`src/rtl/scl_tmg_pkg.sv`:
```
package scl_tmg_pkg;

    localparam int FLD_W   = 8;
    localparam int LO_USED = 6;

    // Field order is fixed: software packs the word this way.
    typedef struct packed {
        logic [FLD_W-1:0] dvalid;
        logic [FLD_W-1:0] shold;
        logic [FLD_W-1:0] hi;
        logic [FLD_W-1:0] lo;
    } phase_cfg_t;

    typedef enum logic [2:0] {
        PH_IDLE,
        PH_HOLD,
        PH_LOW,
        PH_PARK,
        PH_RISE,
        PH_HIGH,
        PH_SETUP
    } phase_e;

    typedef enum logic [1:0] {
        NX_BIT,
        NX_STOP,
        NX_RSTART
    } nxt_op_e;

endpackage

```
`src/rtl/scl_presc.sv`:
```
module scl_presc #(
    parameter int EXP_W = 3
) (
    input  logic             clk,
    input  logic             rst_n,
    input  logic [EXP_W-1:0] exp_i,
    input  logic             clr,
    output logic             tick
);
    localparam int CW = (1 << EXP_W) - 1;

    logic [CW-1:0] pc;
    logic [CW-1:0] mask;

    assign mask = CW'((32'd1 << exp_i) - 32'd1);
    assign tick = (pc == mask);

    always_ff @(posedge clk or negedge rst_n) begin
        if (!rst_n)           pc <= '0;
        else if (clr || tick) pc <= '0;
        else                  pc <= pc + 1'b1;
    end


    tick_spacing_chk: assert property (@(posedge clk) disable iff (!rst_n)
        (tick && mask != '0) |=> (!tick || !$stable(mask)));

endmodule

```
`src/rtl/scl_glitch_flt.sv`:
```
module scl_glitch_flt #(
    parameter int WID_W  = 4,
    parameter int SYNC_N = 2
) (
    input  logic             clk,
    input  logic             rst_n,
    input  logic [WID_W-1:0] width,
    input  logic             din,
    output logic             dout
);
    logic [SYNC_N-1:0] sy;
    logic              s;
    logic              q;
    logic [WID_W-1:0]  cnt;

    assign s = sy[SYNC_N-1];

    always_ff @(posedge clk or negedge rst_n) begin
        if (!rst_n) sy <= '1;
        else        sy <= {sy[SYNC_N-2:0], din};
    end

    always_ff @(posedge clk or negedge rst_n) begin
        if (!rst_n) begin
            q   <= 1'b1;
            cnt <= '0;
        end else if (s == q || width == '0) begin
            q   <= s;
            cnt <= '0;
        end else if (cnt == width - 1'b1) begin
            q   <= s;
            cnt <= '0;
        end else begin
            cnt <= cnt + 1'b1;
        end
    end

    assign dout = (width == '0) ? s : q;


    flt_follow_chk: assert property (@(posedge clk) disable iff (!rst_n)
        (q != $past(q)) |-> (q == $past(s)));

endmodule

```
`src/rtl/scl_phase_fsm.sv`:
```
module scl_phase_fsm
    import scl_tmg_pkg::*;
(
    input  logic       clk,
    input  logic       rst_n,
    input  phase_cfg_t cfg,
    input  logic       tick,
    input  logic       scl_hi,
    input  logic       req_start,
    input  logic       req_bit,
    input  logic       req_stop,
    output logic       clr,
    output logic       ready,
    output logic       scl_out,
    output logic       setup_done,
    output logic       hold_done,
    output logic       scl_rise,
    output logic       scl_fall,
    output logic       sda_change
);
    localparam logic [FLD_W-1:0] LO_MASK = FLD_W'((1 << LO_USED) - 1);

    phase_e           state, state_n;
    nxt_op_e          op, op_n;
    logic [FLD_W-1:0] cnt;
    logic [FLD_W-1:0] lim;
    logic [FLD_W-1:0] lo_eff;
    logic             last;

    assign lo_eff = cfg.lo & LO_MASK;

    always_comb begin
        unique case (state)
            PH_HOLD, PH_SETUP: lim = cfg.shold;
            PH_LOW:            lim = lo_eff;
            PH_HIGH:           lim = cfg.hi;
            default:           lim = '0;
        endcase
    end

    assign last = tick && (cnt == lim);
    assign clr  = (state_n != state);

    // next state
    always_comb begin
        state_n = state;
        op_n    = op;
        unique case (state)
            PH_IDLE:  if (req_start) state_n = PH_HOLD;
            PH_HOLD:  if (last) state_n = PH_LOW;
            PH_LOW:   if (last) state_n = PH_PARK;
            PH_PARK: begin
                if (req_start) begin
                    state_n = PH_RISE;
                    op_n    = NX_RSTART;
                end else if (req_stop) begin
                    state_n = PH_RISE;
                    op_n    = NX_STOP;
                end else if (req_bit) begin
                    state_n = PH_RISE;
                    op_n    = NX_BIT;
                end
            end
            PH_RISE:  if (scl_hi) state_n = (op == NX_BIT) ? PH_HIGH : PH_SETUP;
            PH_HIGH:  if (last) state_n = PH_LOW;
            PH_SETUP: if (last) state_n = (op == NX_STOP) ? PH_IDLE : PH_HOLD;
            default:  state_n = PH_IDLE;
        endcase
    end

    // state register
    always_ff @(posedge clk or negedge rst_n) begin
        if (!rst_n) begin
            state <= PH_IDLE;
            op    <= NX_BIT;
            cnt   <= '0;
        end else begin
            state <= state_n;
            op    <= op_n;
            if (state_n != state) cnt <= '0;
            else if (tick)        cnt <= cnt + 1'b1;
        end
    end

    // outputs
    always_ff @(posedge clk or negedge rst_n) begin
        if (!rst_n) scl_out <= 1'b1;
        else        scl_out <= !(state_n == PH_LOW || state_n == PH_PARK);
    end

    always_comb begin
        ready      = (state == PH_IDLE) || (state == PH_PARK);
        hold_done  = (state == PH_HOLD) && last;
        setup_done = (state == PH_SETUP) && last;
        scl_rise   = (state == PH_RISE) && scl_hi;
        scl_fall   = ((state == PH_HOLD) || (state == PH_HIGH)) && last;
        sda_change = (state == PH_LOW) && tick && (cnt == cfg.dvalid);
    end


    hold_with_fall_chk: assert property (@(posedge clk) disable iff (!rst_n)
        hold_done |-> scl_fall);

    fall_drives_low_chk: assert property (@(posedge clk) disable iff (!rst_n)
        scl_fall |=> !scl_out);

    sda_in_low_chk: assert property (@(posedge clk) disable iff (!rst_n)
        sda_change |-> !scl_out);

    rise_released_chk: assert property (@(posedge clk) disable iff (!rst_n)
        scl_rise |-> scl_out);

    setup_high_chk: assert property (@(posedge clk) disable iff (!rst_n)
        setup_done |-> scl_out);

endmodule

```
`src/rtl/i2c_scl_timer.sv`:
```
module i2c_scl_timer
    import scl_tmg_pkg::*;
#(
    parameter int EXP_W  = 3,
    parameter int FLT_W  = 4,
    parameter int SYNC_N = 2
) (
    input  logic             clk,
    input  logic             rst_n,
    input  logic [EXP_W-1:0] presc_exp,
    input  logic [31:0]      std_timing,
    input  logic [31:0]      hs_timing,
    input  logic             hs_sel,
    input  logic [FLT_W-1:0] flt_scl_w,
    input  logic [FLT_W-1:0] flt_sda_w,
    input  logic             scl_in,
    input  logic             sda_in,
    input  logic             req_start,
    input  logic             req_bit,
    input  logic             req_stop,
    output logic             ready,
    output logic             scl_out,
    output logic             sda_filt,
    output logic             setup_done,
    output logic             hold_done,
    output logic             scl_rise,
    output logic             scl_fall,
    output logic             sda_change
);
    localparam int N_LINES = 2;

    phase_cfg_t       cfg;
    logic             tick;
    logic             clr;
    logic [N_LINES-1:0] raw;
    logic [N_LINES-1:0] clean;
    logic [FLT_W-1:0] fw [N_LINES];

    assign cfg    = hs_sel ? phase_cfg_t'(hs_timing) : phase_cfg_t'(std_timing);
    assign raw[0] = scl_in;
    assign raw[1] = sda_in;
    assign fw[0]  = flt_scl_w;
    assign fw[1]  = flt_sda_w;

    for (genvar g = 0; g < N_LINES; g++) begin : g_line
        scl_glitch_flt #(.WID_W(FLT_W), .SYNC_N(SYNC_N)) u_flt (
            .clk   (clk),
            .rst_n (rst_n),
            .width (fw[g]),
            .din   (raw[g]),
            .dout  (clean[g])
        );
    end

    assign sda_filt = clean[1];

    scl_presc #(.EXP_W(EXP_W)) u_presc (
        .clk   (clk),
        .rst_n (rst_n),
        .exp_i (presc_exp),
        .clr   (clr),
        .tick  (tick)
    );

    scl_phase_fsm u_fsm (
        .clk        (clk),
        .rst_n      (rst_n),
        .cfg        (cfg),
        .tick       (tick),
        .scl_hi     (clean[0]),
        .req_start  (req_start),
        .req_bit    (req_bit),
        .req_stop   (req_stop),
        .clr        (clr),
        .ready      (ready),
        .scl_out    (scl_out),
        .setup_done (setup_done),
        .hold_done  (hold_done),
        .scl_rise   (scl_rise),
        .scl_fall   (scl_fall),
        .sda_change (sda_change)
    );

endmodule

```
`config.mk`:
```
export PLATFORM = sky130hd
export DESIGN_NAME = i2c_scl_timer
export DESIGN_NICKNAME = d
export VERILOG_FILES = /design/src/rtl/scl_tmg_pkg.sv /design/src/rtl/scl_presc.sv /design/src/rtl/scl_glitch_flt.sv /design/src/rtl/scl_phase_fsm.sv /design/src/rtl/i2c_scl_timer.sv
export SDC_FILE = /design/constraint.sdc
export NUM_CORES = 1
export LEC_CHECK = 0
export ABC_AREA = 1
export CAP_MARGIN = 10
export CORE_MARGIN = 2
export CORE_UTILIZATION = 50
export DETAILED_ROUTE_END_ITERATION = 7
export PLACE_DENSITY = 0.85
export SYNTH_ARGS = -nofsm -noshare
export SYNTH_HDL_FRONTEND = slang
export SYNTH_SLANG_ARGS = --single-unit
```
`constraint.sdc`:
```
create_clock -name clk -period 5.75 [get_ports clk]
set_input_delay 1.15 -clock clk [delete_from_list [all_inputs] [get_ports clk]]
set_output_delay 1.15 -clock clk [all_outputs]
set_load 0.005 [all_outputs]
```
==> results of run 1 <==
==> flip-flops by register name, summed over array words and instances (netlist names) <==
name              cells
u_fsm.scl_out         1
g_line.u_flt.q        2
u_fsm.cnt             8
g_line.u_flt.cnt      8
g_line.u_flt.sy       4
u_presc.pc            7
u_fsm.op              2
u_fsm.state           3
==> worst max-delay path: cells and delay by family <==
family                 cells  cell delay (ns)
buffers and inverters      3             1.59
and+or+nand+nor           12             1.05
==> final cells by class <==
type | instances | share of cell area
clock buffer | 7 | 0.0197
timing repair buffer | 88 | 0.226
multi-input combinational | 347 | 0.447
inverter | 57 | 0.0552
clock inverter | 1 | 0.00129
sequential | 35 | 0.228
tap | 72 | 0.0232
==> how the worst max path moves through the flow <==
stage	slack (ns)	cells past startpoint	from	end
4_1_cts	0.78	15	hs_sel	hold_done
5_1_grt	0.49	10	hs_sel	sda_change
3_3_place_gp	0.85	15	hs_sel	hold_done
6_report	0.79	15	hs_sel	hold_done
3_5_place_dp	0.79	15	hs_sel	hold_done
2_1_floorplan	2.32	9	hs_sel	sda_change
==> cells by family (layout without fill, tap and decap cells) <==
logic type	Yosys count	count (layout)	share of synthesized area
xor+xnor	28	28	0.0856
fa+ha+maj	10	10	0.0437
buf+inv	64	153	0.0865
flops	35	35	0.309
compound gates	26	26	0.0515
simple gates	279	279	0.410
mux	4	4	0.0140
==> where the power goes <==
part / leakage (nW) / switching, W / internal, W / total (W)
combinational: 1.43 / 0.000347 / 0.000224 / 0.000571
sequential: 0.453 / 0.0000487 / 0.000305 / 0.000353
clock: 0.0422 / 0.0000833 / 0.0000849 / 0.000168
==> through the flow <==
stage	setup WS (ns)	power (W)	std cells	area, um^2	hold slack (ns)
finish	0.790	0.00109	607	3880	0.358
global route	0.487	0.00120	607	3880	0.363
CTS	0.779	0.00110	607	3880	0.359
detailed placement	0.794	0.000925	599	3800	0.349
global placement	0.846	0.000901	599	3800	0.346
floorplan	2.32	0.000736	446	2870	0.345
==> cell usage in the layout, fill, tap and decap left out, types with 2 or more instances in the layout <==
master,count
inv_2,2
ha_1,10
o21ai_0,15
xnor2_1,7
xor2_1,21
nand4_1,4
clkbuf_8,5
nand2_2,5
clkdlybuf4s50_1,86
mux2i_1,4
nor3_1,13
dfstp_2,7
clkbuf_1,2
nand2_1,165
nand3_1,37
a21oi_1,4
nor2_1,45
inv_1,54
or2_2,2
nor2_2,2
dfrtp_1,28
buf_4,2
nand3b_1,2
==> per-layer routing <==
| layer | track usage | part of all wire | up-vias |
|---|---|---|---|
| li1 | - | - | 1570 |
| met1 | 0.287 | 0.44 | 1350 |
| met2 | 0.404 | 0.50 | 81 |
| met3 | 0.0464 | 0.047 | 12 |
| met4 | 0.0621 | 0.016 | 0 |
| met5 | 0 | 0 | - |
==> flow_summary.toml, run 1 <==
[outcome]
status = "finished clean"

[timing]
clock_skew_ns = 0.00686
setup_viol = 0
slew_violations = 0
finalCriticalPeriod_ns = 4.96
tightest_slew_ns = 0.597
finalSetupTns_ns = 0
slew_headroom = 0.600
rsz0062_at_grt = "no"
timing_hold_violations_final = 0
max_freq_mhz = 202
fin_crit_sh = 0.863

[die]
die_h_um = 79.7
rows = 27
ios = 91
initial_core_util = 0.520
dieArea_mm2 = 0.00635
core_mm2 = 0.00551
die_x_um = 79.7

[cts]
ctsHoldBuffers = 0
cts_buffers = 5
clockRootBuffer = "clkbuf_8"
clock_sink_count = 35
cts_tree = "built"
post_cts_buffers = 0
clk_transition_reported_paths_ns = 0.06
htree_levels = 2
cts_buffer_depth = 2
clk_latency_ns = 0.28
ctsResizeCount = 0

[placement]
place_hpwl_um = 5410
portBuffers = 86
finalWeightedCongestion = 0.861

[critical_path]
worstRegToRegCells = 18
rr_endpoint = "u_presc.pc[4]$_DFF_PN0_"
crit_path_max_incr_delay_ns = 0.64
worst-path-max-fanout = 26
cp_data_arrival_time_ns = 3.81
cp_cell_sequence = "clkdlybuf4s50_1 -> inv_2 -> nand2_1 -> nand2_1 -> nand2_1 -> nand2_1 -> nand2_1 -> nand2_1 -> nand2_1 -> nor2_1 -> nand2_1 -> nor2_1 -> nand2_2 -> nor3_1 -> clkdlybuf4s50_1"
startpoint_type = "input pin"
worst-setup-path-type = "input pin to output port"
cpMostUsedCell = "nand2_1"
critical_path_required_ns = 4.60
r2r_start = "u_fsm.state[0]$_DFF_PN0_"
reg2reg_slack_ns = 2.64
slowest_stage = "clkdlybuf4s50_1"
cp-end-kind = "output port"

[layout]
diodes = 0
final_nets = 627
fin_util = 0.704
ff_latch_area_um2 = 885
n_fill_cell = 454
multi_input_area_mm2 = 0.00173
drive_above_1_share = 0.0523
syn_to_final_growth_pct = 35.4

[global_routing]
grt_pass1_wl_um = 12000
grtUsageTotal = 0.230
grt.overflow.total = 0
antenna_found_initial = 0
grt_max_degree = 36
grt_pass1_vias = 2927

[drt]
vias = 3013
wirelength_um = 6720
dr.pass1.iters = 5
drc = 0
avgViaCountPerCell = 4.96
drt-initial-drc-count = 135
ant_nets = 0
wire_per_inst_um = 11.1

[power]
leakagePower_nw = 1.92
peakVddDrop_mv = 0.202
powerDensity_mw_per_mm2 = 282

[synth]
yosys-top-cells-area = "dfrtp_1 24%, nand2_1 22%, inv_1 7.1%"
syn_inst = 446
yosys_most_used_dff = "dfrtp_1"
async_flop_share = 1.00
synth.most_common_cell = "nand2_1"
syn_area_per_cell_um2 = 6.42
synth_seq_cells = 35
ys.warnings.count = 0
syn_area_mm2 = 0.00287
yosys.area.top_type_share = 0.245
synth_edf_count = 0
synthTopCellsByCount = "165 x nand2_1, 54 x inv_1, 45 x nor2_1"
synth_top_cell_by_area = "dfrtp_1"
syn-num-nets = 539
synthDistinctLibCells = 33
ys_seq_area_frac = 0.309

[hold_path]
min_from = "g_line[0].u_flt.sy[0]$_DFF_PN1_"
hold_path_depth = 0
whs_endpoint = "g_line[0].u_flt.sy[1]$_DFF_PN1_"
hold_path.class = "register to register"

[flow_run]
maxCapViolations = 0
Note: power is estimated with default switching activity, not from simulation.
==> run 2: changes to the inputs <==
--- a/config.mk
+++ b/config.mk
@@ -11,6 +11,7 @@
 export CORE_UTILIZATION = 50
 export DETAILED_ROUTE_END_ITERATION = 7
 export PLACE_DENSITY = 0.85
+export REMOVE_ABC_BUFFERS = 1
 export SYNTH_ARGS = -nofsm -noshare
 export SYNTH_HDL_FRONTEND = slang
 export SYNTH_SLANG_ARGS = --single-unit
==> flow_summary.toml, run 2 (synthesis gave the netlist of run 1 again) <==
[outcome]
status = "finished clean"

[timing]
finalSetupTns_ns = 0
finalCriticalPeriod_ns = 4.70
slew_violations = 0
setup_viol = 0
slew_headroom = 0.592
timing_hold_violations_final = 0
max_freq_mhz = 213
clock_skew_ns = 0.00518
tightest_slew_ns = 0.609
rsz0062_at_grt = "no"
fin_crit_sh = 0.817
setup_slack_ns = 1.05

[die]
initial_core_util = 0.520
rows = 27
core_mm2 = 0.00551
ios = 91
die_x_um = 79.7
die_h_um = 79.7
dieArea_mm2 = 0.00635

[cts]
clock_sink_count = 35
cts_tree = "built"
cts_buffer_depth = 2
clockRootBuffer = "clkbuf_8"
ctsHoldBuffers = 0
ctsResizeCount = 0
cts_buffers = 5
post_cts_buffers = 0
clk_transition_reported_paths_ns = 0.08
htree_levels = 2
clk_latency_ns = 0.30

[global_routing]
grt_pass1_wl_um = 12400
grt_max_degree = 36
grt_pass1_vias = 2894
grtUsageTotal = 0.248
antenna_found_initial = 0
grt.overflow.total = 0

[placement]
place_ws_ns = 1.06
finalWeightedCongestion = 0.901
place_hpwl_um = 5510
portBuffers = 86
placed_cells = 599

[drt]
drt-initial-drc-count = 184
wirelength_um = 7280
dr.pass1.iters = 5
vias = 3032
drc = 0
avgViaCountPerCell = 5.00
wire_per_inst_um = 12.0
ant_nets = 0

[layout]
diodes = 0
reg_top3 = "g_line.u_flt.cnt: 8 flops, u_fsm.cnt: 8 flops, u_presc.pc: 7 flops"
layout_commonest_cell = "nand2_1"
syn_to_final_growth_pct = 36.5
final_cell_mix = "165 x nand2_1, 86 x clkdlybuf4s50_1, 54 x inv_1"
final_cells = 607
n_fill_cell = 453
final_nets = 627
drive_above_1_share = 0.0561

[critical_path]
critical_path_required_ns = 4.60
cp_cell_sequence = "clkdlybuf4s50_1 -> buf_4 -> nand2_1 -> nand2_1 -> nand2_1 -> nand2_1 -> nand2_1 -> nand2_1 -> nand2_1 -> nor2_1 -> nand2_1 -> nor2_2 -> nand2_2 -> nor3_1 -> clkdlybuf4s50_1"
startpoint_type = "input pin"
worst-path-max-fanout = 31
slowest_stage = "clkdlybuf4s50_1"
cp_top_family = "buffers and inverters"
cp-end-kind = "output port"
crit_buf_inv = 3
worst-setup-path-type = "input pin to output port"
cpMostUsedCell = "nand2_1"
crit_path_max_incr_delay_ns = 0.53
cp_data_arrival_time_ns = 3.55

[power]
power_w = 0.00115
leakagePower_nw = 1.94
peakVddDrop_mv = 0.272
powerDensity_mw_per_mm2 = 294

[hold_path]
hold_path.class = "register to register"

[flow_run]
maxCapViolations = 0
[run 2: cell types whose count changed in the layout (fill, tap and decap cells not counted), sizes merged]
cell / before / now
clkbuf: 7 / 5
clkinv: 2 / 3
bufinv: 0 / 1
[run 2: area by class of cell]
class / instances / area [um^2] / share of cell area
inverter: 57 / 214 / 0.0547
timing repair buffer: 88 / 876 / 0.224
clock inverter: 3 / 43.8 / 0.0112
multi-input combinational: 347 / 1730 / 0.443
sequential: 35 / 885 / 0.226
clock buffer: 5 / 68.8 / 0.0176
tap: 72 / 90.1 / 0.0230
[run 2: worst register-to-register path, delay by kind of cell (launching register included)]
kind	cells	cell delay, ns
adder cells (fa/ha/maj)	1	0.22
flip-flops	1	0.44
buffers and inverters	2	0.22
AO/OA/AOI/OAI	1	0.12
AND/OR/NAND/NOR	14	1.96
[run 2: per-stage QoR]
| stage | area (um^2) | hold WS [ns] | utilization |
|---|---|---|---|
| after floorplan | 2830 | 0.345 | - |
| after global placement | 3800 | 0.346 | 0.690 |
| after detailed placement | 3800 | 0.347 | 0.690 |
| after CTS | 3910 | 0.359 | 0.710 |
| after global routing | 3910 | 0.366 | 0.710 |
| final | 3910 | 0.357 | 0.710 |
[run 2: where the power goes]
part | switching, W | internal, W
sequential | 0.0000521 | 0.000304
clock | 0.0000962 | 0.000129
combinational | 0.000343 | 0.000224
[run 2: metal layers]
layer | up-vias | share of wire | track usage
met5 | - | 0 | 0
met4 | 0 | 0.021 | 0.0931
met3 | 14 | 0.043 | 0.0452
met2 | 65 | 0.51 | 0.439
met1 | 1371 | 0.43 | 0.296
li1 | 1582 | - | -
[run 2: worst paths after layout]
kind	start	end	slack, ns	cells past startpoint
min reg2reg	g_line[1].u_flt.sy[0]$_DFF_PN1_	g_line[1].u_flt.sy[1]$_DFF_PN1_	0.36	0
max	hs_sel	hold_done	1.05	15
max reg2reg	u_fsm.state[0]$_DFF_PN0_	u_presc.pc[3]$_DFF_PN0_	2.74	18
max in group asynchronous	rst_n	u_fsm.scl_out$_DFF_PN1_	4.14	2
min in group asynchronous	rst_n	g_line[1].u_flt.cnt[0]$_DFF_PN0_	1.26	2
min	g_line[1].u_flt.sy[0]$_DFF_PN1_	g_line[1].u_flt.sy[1]$_DFF_PN1_	0.36	0
==> run 3: changes to the inputs <==
--- a/config.mk
+++ b/config.mk
@@ -8,9 +8,9 @@
 export ABC_AREA = 1
 export CAP_MARGIN = 10
 export CORE_MARGIN = 2
-export CORE_UTILIZATION = 50
+export CORE_UTILIZATION = 47
 export DETAILED_ROUTE_END_ITERATION = 7
-export PLACE_DENSITY = 0.85
+export PLACE_DENSITY = 0.81
 export REMOVE_ABC_BUFFERS = 1
 export SYNTH_ARGS = -nofsm -noshare
 export SYNTH_HDL_FRONTEND = slang
==> constraint.sdc (replaced) <==
create_clock -name clk -period 4.8 [get_ports clk]
set_input_delay 0.96 -clock clk [delete_from_list [all_inputs] [get_ports clk]]
set_output_delay 0.96 -clock clk [all_outputs]
set_load 0.005 [all_outputs]
==> flow_summary.toml, run 3 (synthesis gave the netlist of run 1 again) <==
[outcome]
status = "finished clean"

[critical_path]
slowest_stage = "clkdlybuf4s50_1"
rr_endpoint = "u_presc.pc[2]$_DFF_PN0_"
reg2reg_slack_ns = 1.75
startpoint_type = "input pin"
crit_path_max_incr_delay_ns = 0.53
cp_data_arrival_time_ns = 3.39
worst-path-max-fanout = 26
worst-setup-path-type = "input pin to output port"
critical_path_required_ns = 3.84
cp-end-kind = "output port"
cpMostUsedCell = "nand2_1"
r2r_start = "u_fsm.state[0]$_DFF_PN0_"
worstRegToRegCells = 18
cp_cell_sequence = "clkdlybuf4s50_1 -> inv_2 -> nand2_1 -> nand2_1 -> nand2_1 -> nand2_1 -> nand2_1 -> nand2_1 -> nand2_1 -> nor2_1 -> nand2_1 -> nor2_1 -> nand2_2 -> nor3_1 -> clkdlybuf4s50_1"

[die]
dieArea_mm2 = 0.00674
initial_core_util = 0.484
ios = 91
core_mm2 = 0.00592
rows = 28
die_x_um = 82.1
die_h_um = 82.1

[drt]
ant_nets = 0
drt-initial-drc-count = 238
avgViaCountPerCell = 4.96
wirelength_um = 7360
drc = 0
wire_per_inst_um = 12.1
vias = 3031
dr.pass1.iters = 4

[timing]
clock_skew_ns = 0.00487
finalCriticalPeriod_ns = 4.35
timing_hold_violations_final = 0
max_freq_mhz = 230
finalSetupTns_ns = 0
slew_headroom = 0.558
setup_slack_ns = 0.454
tightest_slew_ns = 0.661
setup_viol = 0
fin_crit_sh = 0.905
slew_violations = 0
rsz0062_at_grt = "no"
whs_ns = 0.360

[global_routing]
grt.overflow.total = 0
antenna_found_initial = 0
grt_max_degree = 36
grt_pass1_vias = 2860
grt_pass1_wl_um = 12100
grtUsageTotal = 0.229

[power]
peakVddDrop_mv = 0.292
leakagePower_nw = 1.95
powerDensity_mw_per_mm2 = 355

[layout]
final_cell_mix = "165 x nand2_1, 86 x clkdlybuf4s50_1, 54 x inv_1"
diodes = 0
drive_above_1_share = 0.0578
reg_top3 = "g_line.u_flt.cnt: 8 flops, u_fsm.cnt: 8 flops, u_presc.pc: 7 flops"
fin_util = 0.664
layout_commonest_cell = "nand2_1"
syn_to_final_growth_pct = 37.2
final_nets = 628

[cts]
cts_buffer_depth = 2
ctsHoldBuffers = 0
clk_latency_ns = 0.29
ctsResizeCount = 0
htree_levels = 2
clock_sink_count = 35
clk_transition_reported_paths_ns = 0.07
cts_buffers = 5
clockRootBuffer = "clkbuf_8"
post_cts_buffers = 0
cts_tree = "built"

[hold_path]
min_from = "g_line[0].u_flt.sy[0]$_DFF_PN1_"
whs_endpoint = "g_line[0].u_flt.sy[1]$_DFF_PN1_"
hold_path_depth = 0
hold_path.class = "register to register"

[placement]
portBuffers = 86
place_hpwl_um = 5900
finalWeightedCongestion = 0.817
place_ws_ns = 0.448

[flow_run]
maxCapViolations = 0
-- run 3: cell types whose count changed in the layout (fill, tap and decap cells not counted) --
cell,before,now
clkinv_4,1,0
clkbuf_8,5,6
clkinv_2,1,0
buf_4,2,3
inv_6,0,1
-- run 3: how the worst max path moves through the flow --
stage,startpoint,endpoint,slack (ns),depth (start not counted)
finish,hs_sel,hold_done,0.45,15
global route,presc_exp[2],hold_done,0.23,12
CTS,hs_sel,hold_done,0.44,15
detailed placement,hs_sel,hold_done,0.45,15
global placement,hs_sel,hold_done,0.46,15
floorplan,hs_sel,hold_done,1.76,13
-- run 3: per-stage QoR --
step                instance area (um^2)  total power, W  std cells
floorplan                           2830        0.000874        439
global placement                    3810         0.00109        603
detailed placement                  3810         0.00112        603
CTS                                 3930         0.00141        611
global route                        3930         0.00152        611
finish                              3930         0.00140        611
-- run 3: area by class of cell --
class | count | area, um^2
Sequential cell | 35 | 885
Inverter | 57 | 214
Clock inverter | 2 | 38.8
Clock buffer | 6 | 82.6
Timing Repair Buffer | 89 | 883
Tap cell | 75 | 93.8
Multi-Input combinational cell | 347 | 1730
Fill cell | 524 | 1990
-- run 3: critical path, delay by kind of cell --
family / cells / cell delay (ns)
buffers and inverters: 3 / 1.33
and+or+nand+nor: 12 / 1.09
-- run 3: power breakdown --
part           switching (W)  internal [W]
logic               0.000423      0.000270
clock network       0.000107      0.000171
registers          0.0000597      0.000365
total               0.000589      0.000806
-- run 3: routing by layer --
metal,GRT usage,vias up,part of all wire
li1,-,1578,-
met1,0.262,1357,0.41
met2,0.432,86,0.51
met3,0.0429,10,0.069
met4,0.0617,0,0.013
met5,0,-,0
